<file path="config.mk">
export PLATFORM = sky130hd
export DESIGN_NAME = spare_sweep_analyzer
export DESIGN_NICKNAME = d
export VERILOG_FILES = /design/src/rtl/ssa_pkg.sv /design/src/rtl/ssa_strategy_seq.sv /design/src/rtl/ssa_spare_alloc.sv /design/src/rtl/spare_sweep_analyzer.sv
export SDC_FILE = /design/constraint.sdc
export NUM_CORES = 1
export LEC_CHECK = 0
export BUFFER_PORTS_ARGS = -buffer_cell sky130_fd_sc_hd__buf_2
export CORE_ASPECT_RATIO = 0.6
export CORE_MARGIN = 5
export CORE_UTILIZATION = 50
export DETAILED_ROUTE_END_ITERATION = 10
export GPL_TIMING_DRIVEN = 0
export HOLD_SLACK_MARGIN = 0.06
export MAX_ROUTING_LAYER = met4
export PLACE_DENSITY_LB_ADDON = 0.12
export SLEW_MARGIN = 20
export SYNTH_ARGS = -nofsm -noshare
export SYNTH_HDL_FRONTEND = slang
export SYNTH_HIERARCHICAL = 1
export SYNTH_SLANG_ARGS = --single-unit
</file>
<file path="constraint.sdc">
create_clock -name clk -period 5 [get_ports clk]
set_input_delay 1 -clock clk [delete_from_list [all_inputs] [get_ports clk]]
set_output_delay 1 -clock clk [all_outputs]
set_load 0.01 [all_outputs]
</file>
<file path="src/rtl/ssa_pkg.sv">
package ssa_pkg;

   typedef enum logic [2:0] {
      ST_IDLE    = 3'd0,
      ST_RUN     = 3'd1,
      ST_RESTART = 3'd2,
      ST_PASS    = 3'd3,
      ST_FAIL    = 3'd4
   } ssa_state_e;

   function automatic int unsigned ones64(input logic [63:0] v);
      int unsigned c;
      c = 0;
      for (int i = 0; i < 64; i++) c += int'(v[i]);
      return c;
   endfunction

   function automatic int unsigned ctz64(input logic [63:0] v);
      int unsigned z;
      z = 64;
      for (int i = 63; i >= 0; i--) if (v[i]) z = i;
      return z;
   endfunction

   function automatic int unsigned choose(input int unsigned n, input int unsigned k);
      longint unsigned r;
      r = 1;
      for (int unsigned i = 1; i <= k; i++) r = r * (n - k + i) / i;
      return int'(r);
   endfunction

endpackage

</file>
<file path="src/rtl/ssa_strategy_seq.sv">
module ssa_strategy_seq
   import ssa_pkg::*;
#(
   parameter int T    = 4,
   parameter int NCOL = 2,
   parameter int SIW  = 3
) (
   input  logic           clk,
   input  logic           rst_n,
   input  logic           load_first,
   input  logic           advance,
   output logic [T-1:0]   code,
   output logic [SIW-1:0] idx,
   output logic           is_last
);
   localparam logic [T-1:0] FIRST = T'((64'd1 << NCOL) - 64'd1);
   localparam logic [T-1:0] LAST  = FIRST << (T - NCOL);

   logic [T-1:0] lowbit, rsum, nxt;

   // next combination with the same number of column tokens
   always_comb begin
      lowbit = code & (~code + 1'b1);
      rsum   = code + lowbit;
      nxt    = rsum | ((code ^ rsum) >> (ctz64(64'(code)) + 2));
   end

   assign is_last = (code == LAST);

   always_ff @(posedge clk or negedge rst_n) begin
      if (!rst_n) begin
         code <= FIRST;
         idx  <= '0;
      end else if (load_first) begin
         code <= FIRST;
         idx  <= '0;
      end else if (advance && !is_last) begin
         code <= nxt;
         idx  <= idx + 1'b1;
      end
   end
endmodule

</file>
<file path="src/rtl/ssa_spare_alloc.sv">
module ssa_spare_alloc
   import ssa_pkg::*;
#(
   parameter int NROW = 2,
   parameter int NCOL = 2,
   parameter int RAW  = 4,
   parameter int WW   = 5
) (
   input  logic                clk,
   input  logic                rst_n,
   input  logic                clear,
   input  logic                enable,
   input  logic                fail_vld,
   input  logic [RAW-1:0]      fail_row,
   input  logic [WW-1:0]       fail_bits,
   input  logic [NROW+NCOL-1:0] code,
   output logic [WW-1:0]       crv,
   output logic [NROW*RAW-1:0] row_list,
   output logic [NROW-1:0]     row_used,
   output logic                strat_fail
);
   localparam int T  = NROW + NCOL;
   localparam int PW = $clog2(T + 1);
   localparam int RW = (NROW < 2) ? 1 : $clog2(NROW);

   logic [PW-1:0]   ptr;
   logic [RW-1:0]   rcnt;
   logic [NROW-1:0] hit_v;
   logic [NROW-1:0] wr_slot;
   logic            row_hit, need, exhausted, tok_col, over, commit;
   logic [WW-1:0]   crv_or;

   for (genvar i = 0; i < NROW; i++) begin : g_hit
      assign hit_v[i] = row_used[i] && (row_list[i*RAW +: RAW] == fail_row);
   end
   assign row_hit = |hit_v;

   always_comb begin
      tok_col = 1'b0;
      for (int k = 0; k < T; k++) if (ptr == PW'(k)) tok_col = code[T-1-k];
   end

   assign exhausted  = (ptr == PW'(T));
   assign crv_or     = crv | fail_bits;
   assign over       = ones64(64'(crv_or)) > NCOL;
   assign need       = enable && fail_vld && (|(fail_bits & ~crv)) && !row_hit;
   assign strat_fail = need && (exhausted || (tok_col && over));
   assign commit     = need && !strat_fail;

   always_ff @(posedge clk or negedge rst_n) begin
      if (!rst_n) begin
         ptr  <= '0;
         rcnt <= '0;
         crv  <= '0;
      end else if (clear) begin
         ptr  <= '0;
         rcnt <= '0;
         crv  <= '0;
      end else if (commit) begin
         ptr <= ptr + 1'b1;
         if (tok_col) crv  <= crv_or;
         else         rcnt <= rcnt + 1'b1;
      end
   end

   for (genvar i = 0; i < NROW; i++) begin : g_slot
      assign wr_slot[i] = commit && !tok_col && (rcnt == RW'(i));
      always_ff @(posedge clk or negedge rst_n) begin
         if (!rst_n) begin
            row_used[i]              <= 1'b0;
            row_list[i*RAW +: RAW]   <= '0;
         end else if (clear) begin
            row_used[i]              <= 1'b0;
            row_list[i*RAW +: RAW]   <= '0;
         end else if (wr_slot[i]) begin
            row_used[i]              <= 1'b1;
            row_list[i*RAW +: RAW]   <= fail_row;
         end
      end
   end
endmodule

</file>
<file path="src/rtl/spare_sweep_analyzer.sv">
module spare_sweep_analyzer
   import ssa_pkg::*;
#(
   parameter int ROWS_SP = 2,
   parameter int COLS_SP = 2,
   parameter int ROW_AW  = 4,
   parameter int WORD_W  = 5,
   localparam int T      = ROWS_SP + COLS_SP,
   localparam int NSTRAT = choose(T, ROWS_SP),
   localparam int SIW    = (NSTRAT < 2) ? 1 : $clog2(NSTRAT)
) (
   input  logic                   clk,
   input  logic                   rst_n,
   input  logic                   start,
   input  logic                   fail_vld,
   input  logic [ROW_AW-1:0]      fail_row,
   input  logic [WORD_W-1:0]      fail_bits,
   input  logic                   run_done,
   output logic                   busy,
   output logic                   restart,
   output logic                   repair_ok,
   output logic                   unrepairable,
   output logic [T-1:0]           strat_code,
   output logic [SIW-1:0]         strat_idx,
   output logic [WORD_W-1:0]      crv,
   output logic [ROWS_SP*ROW_AW-1:0] row_list,
   output logic [ROWS_SP-1:0]     row_used
);
   if (ROWS_SP < 1 || COLS_SP < 1) begin : g_bad_spares
      $error("spare_sweep_analyzer: needs at least one spare row and one spare column");
   end
   if (T > 16) begin : g_bad_total
      $error("spare_sweep_analyzer: at most 16 spares in total");
   end
   if (COLS_SP > WORD_W || WORD_W > 64) begin : g_bad_word
      $error("spare_sweep_analyzer: WORD_W must be in COLS_SP..64");
   end

   ssa_state_e state, state_nx;
   logic strat_fail, is_last, load_first, advance, clear;

   always_comb begin
      state_nx   = state;
      load_first = 1'b0;
      advance    = 1'b0;
      clear      = 1'b0;
      if (start) begin
         state_nx   = ST_RUN;
         load_first = 1'b1;
         clear      = 1'b1;
      end else begin
         unique case (state)
            ST_RUN: begin
               if (strat_fail) begin
                  clear    = 1'b1;
                  state_nx = is_last ? ST_FAIL : ST_RESTART;
                  advance  = !is_last;
               end else if (run_done) begin
                  state_nx = ST_PASS;
               end
            end
            ST_RESTART: state_nx = ST_RUN;
            default:    state_nx = state;
         endcase
      end
   end

   always_ff @(posedge clk or negedge rst_n) begin
      if (!rst_n) state <= ST_IDLE;
      else        state <= state_nx;
   end

   assign busy         = (state == ST_RUN) || (state == ST_RESTART);
   assign restart      = (state == ST_RESTART);
   assign repair_ok    = (state == ST_PASS);
   assign unrepairable = (state == ST_FAIL);

   ssa_strategy_seq #(.T(T), .NCOL(COLS_SP), .SIW(SIW)) u_seq (
      .clk        (clk),
      .rst_n      (rst_n),
      .load_first (load_first),
      .advance    (advance),
      .code       (strat_code),
      .idx        (strat_idx),
      .is_last    (is_last)
   );

   ssa_spare_alloc #(.NROW(ROWS_SP), .NCOL(COLS_SP), .RAW(ROW_AW), .WW(WORD_W)) u_alloc (
      .clk        (clk),
      .rst_n      (rst_n),
      .clear      (clear),
      .enable     (state == ST_RUN && !start),
      .fail_vld   (fail_vld),
      .fail_row   (fail_row),
      .fail_bits  (fail_bits),
      .code       (strat_code),
      .crv        (crv),
      .row_list   (row_list),
      .row_used   (row_used),
      .strat_fail (strat_fail)
   );
endmodule

</file>
==> metrics.txt <==
number of buffers created by CTS=5; NumNets Final=253; hold buffer count at cts=0; Fin. Hold Viols=0; I/O Pins=40; Port Buffers=39; unrepaired setup endpoints after global routing=false; Area growth syn-to-layout=18.95%; row count=16; fin crit share=90.78%; Seq/Total Area, Yosys=40.84%; initial antenna violation count=0; Syn. warnings=6; dpl ws=-0.06829 ns; first-pass GRT wire length=7465 um; Total GRT Usage=19.71%; H-tree levels=2; fin util=63.44%; Critical Path RT=5.15 ns; routed wire length=4265 um; number of fill cells=279; area share of the largest cell type after synthesis=37.89%; met3 layer usage reported by global route=5.117%; Slew HR=56.98%; hold slack=0.5297 ns; Post-DP HPWL=3216 um; Synth Area in Adders=7.860%; synth top area cells=dfrtp_1 (38%), ha_1 (5.6%), mux2i_1 (5.1%); sinks on the clock net=29; syn_area_per_cell=9.690 um^2; GRT overflow=0; antenna-violating nets left=0; Worst EP arrival=4.69 ns; vias=1517; cell area after synthesis=1783 um^2; 1st-pass router iterations=5; maximum clock path buffer count=2; grt met2 use=30.38%; largest net degree at the start of global routing=30; total power=0.5143 mW; Initial Utilization=53.33%; DR iter-0 viols=73; Simple-Gate Fraction of Synth Area=19.51%; Synth Instances=184; Pwr per Cell Area=242.5 nW/um^2; switching power=0.1444 mW; later-pin clock latency in the skew report=0.28 ns; setup slack after layout=0.4608 ns; R2R setup slack=0.90 ns; critical path startpoint=fail_bits[1]; LEAKAGE=1.093 nW; measured slew at the worst slew-check pin=0.6453 ns; clock power share=36.7%; Core Footprint=3343 um^2; hold_sp=u_alloc/crv[2]; Final Skew=0.005550 ns; CP startpoint kind=primary input; final setup vio count=0; final routed DRC violation total=0; clock root cell=clkbuf_8; largest family of logic cells by synthesized area=simple AND/OR/NAND/NOR gates; status=complete, no violations; Compound-Gate Fraction of Synth Area=14.39%; CTS tree=done; fin. max-slew vios=0; syn nets=208; FF-to-FF Start=u_alloc/crv[3]; Worst Setup End Kind=flip-flop; gpl congestion=0.7746; GR peak layer=met2; HP Class=flip-flop to flip-flop; Logic pwr share=15.3%; Die Wd=87.09 um; Crit Path Category=primary input to flip-flop; WL/cell=15.51 um; number of max-cap violations=0; antenna cells=0; routed vias/inst=5.516; area leader, netlist=dfrtp_1; synth unique cells=44; die area=4899 um^2; vias in the first global route=1579; Synth Area in XOR/XNOR=4.421%; chip height=56.26 um; mux share of post-synthesis cell area=6.526%; internal power=0.3699 mW; M1 GR Usage=25.75%; post-synthesis register bit count=29; Tmin final=4.539 ns; Worst-path clk slew=0.07 ns; fmax=0.2203 GHz; share of cells above drive strength 1=28.26%; Seq pwr share=48.0%; peak supply drop=143.7 uV; sw frac=28.08%; CP Max Fanout=10
[kinds of logic (layout without fill, tap and decap cells)]
logic type / count (synthesis) / count (layout)
xor+xnor: 9 / 9
flops: 29 / 29
simple gates: 64 / 64
mux: 11 / 11
compound gates: 37 / 37
fa+ha+maj: 10 / 10
buf+inv: 24 / 70
[state kept, by name, indices dropped and copies added (netlist names)]
name              flops
state                 3
u_alloc/crv           5
u_alloc/ptr           3
u_alloc/rcnt          1
u_alloc/row_list      8
u_alloc/row_used      2
u_seq/code            4
u_seq/idx             3
[cell type report]
type / count / area (um^2) / share of cell area [%]
sequential: 29 / 728.2 / 34.34
inverter: 15 / 60.06 / 2.832
timing repair buffer: 39 / 195.2 / 9.204
clock inverter: 3 / 17.52 / 0.8260
tap: 45 / 56.30 / 2.655
clock buffer: 5 / 68.82 / 3.245
multi-input combinational: 131 / 939.7 / 44.31
buffer: 8 / 55.05 / 2.596
[path summary, 6_finish.rpt]
kind | endpoint | cells past startpoint
setup / recovery | u_alloc/row_list[0] | 16
hold / removal | u_alloc/crv[2] | 1
setup reg to reg | u_alloc/row_list[0] | 15
hold reg to reg | u_alloc/crv[2] | 1
max in group asynchronous | u_alloc/crv[1] | 1
min in group asynchronous | u_seq/code[3] | 1
[worst max-delay path: stages]
cell and delay, ns:
buf_2 0.12, nor2_1 0.14, fa_1 0.47, fa_1 0.43, inv_1 0.08, ha_1 0.22, nand2_1 0.07, nor2_1 0.03
or3_1 0.43, a21oi_1 0.37, nor2b_1 0.24, a31o_2 0.34, clkinvlp_4 0.24, clkbuf_1 0.27, nand2_1 0.14, mux2i_1 0.08
[power by group through the flow]
| stage | Sequential, mW | Clock, mW | Combinational (mW) |
|---|---|---|---|
| CTS | 0.247 | 0.194 | 0.0795 |
| global route | 0.247 | 0.208 | 0.0889 |
| floorplan | 0.251 | 0 | 0.0482 |
| global placement | 0.250 | 0 | 0.0753 |
| finish | 0.247 | 0.189 | 0.0789 |
| detailed placement | 0.251 | 0 | 0.0789 |
[metrics by stage]
step                      instances  TNS (ns)  area (um^2)
after floorplan                 184         0         1783
after global placement          268         0         2034
after detailed placement        268   -0.3301         2034
after CTS                       276         0         2121
after global routing            275         0         2121
final                           275         0         2121
[cells in the final DEF (no fill, tap or decap), types with 4 or more instances in the layout]
| master | Yosys | final |
|---|---|---|
| nand2b_1 | 5 | 5 |
| ha_1 | 8 | 8 |
| nor2_1 | 13 | 13 |
| buf_2 | 2 | 41 |
| inv_1 | 14 | 14 |
| nor3_1 | 4 | 4 |
| dfrtp_1 | 27 | 27 |
| xor2_1 | 5 | 5 |
| a32o_1 | 5 | 5 |
| xnor2_1 | 4 | 4 |
| mux2i_1 | 9 | 9 |
| clkbuf_8 | 0 | 5 |
| a21oi_1 | 14 | 14 |
| nand2_1 | 20 | 20 |
| o21ai_0 | 5 | 5 |
[cells in the mapped netlist (all sizes together)]
cell    instances
dfstp           2
nor2           13
buf             5
and2            1
or2             1
and2b           1
o21bai          2
or3b            1
and3b           1
a222oi          1
nand3           3
nand2          20
xor2            5
nor3            4
a31oi           2
a311oi          1
mux2i           9
mux2            2
and4bb          1
nor2b           3
a211oi          2
nand2b          5
a22oi           1
o21ai           5
and3            3
dfrtp          27
ha              8
fa              2
a31o            2
or3             3
a41o            1
clkbuf          4
a21oi          14
nor4b           1
a221o           1
nand4           3
inv            14
a32o            5
xnor2           4
clkinv          1
[repair_timing]
item	CTS	global route
hold endpoints to repair	0	0
endpoints found under the setup margin	0	8
gates resized for setup	0	1
setup buffers	0	0
[metal layers]
metal / routed length, um / vias to the layer above
met4: 31 / 0
met2: 2000 / 41
li1: - / 728
met5: 0 / -
met1: 1958 / 743
met3: 274 / 5
Power figures use the tool's default switching activity.
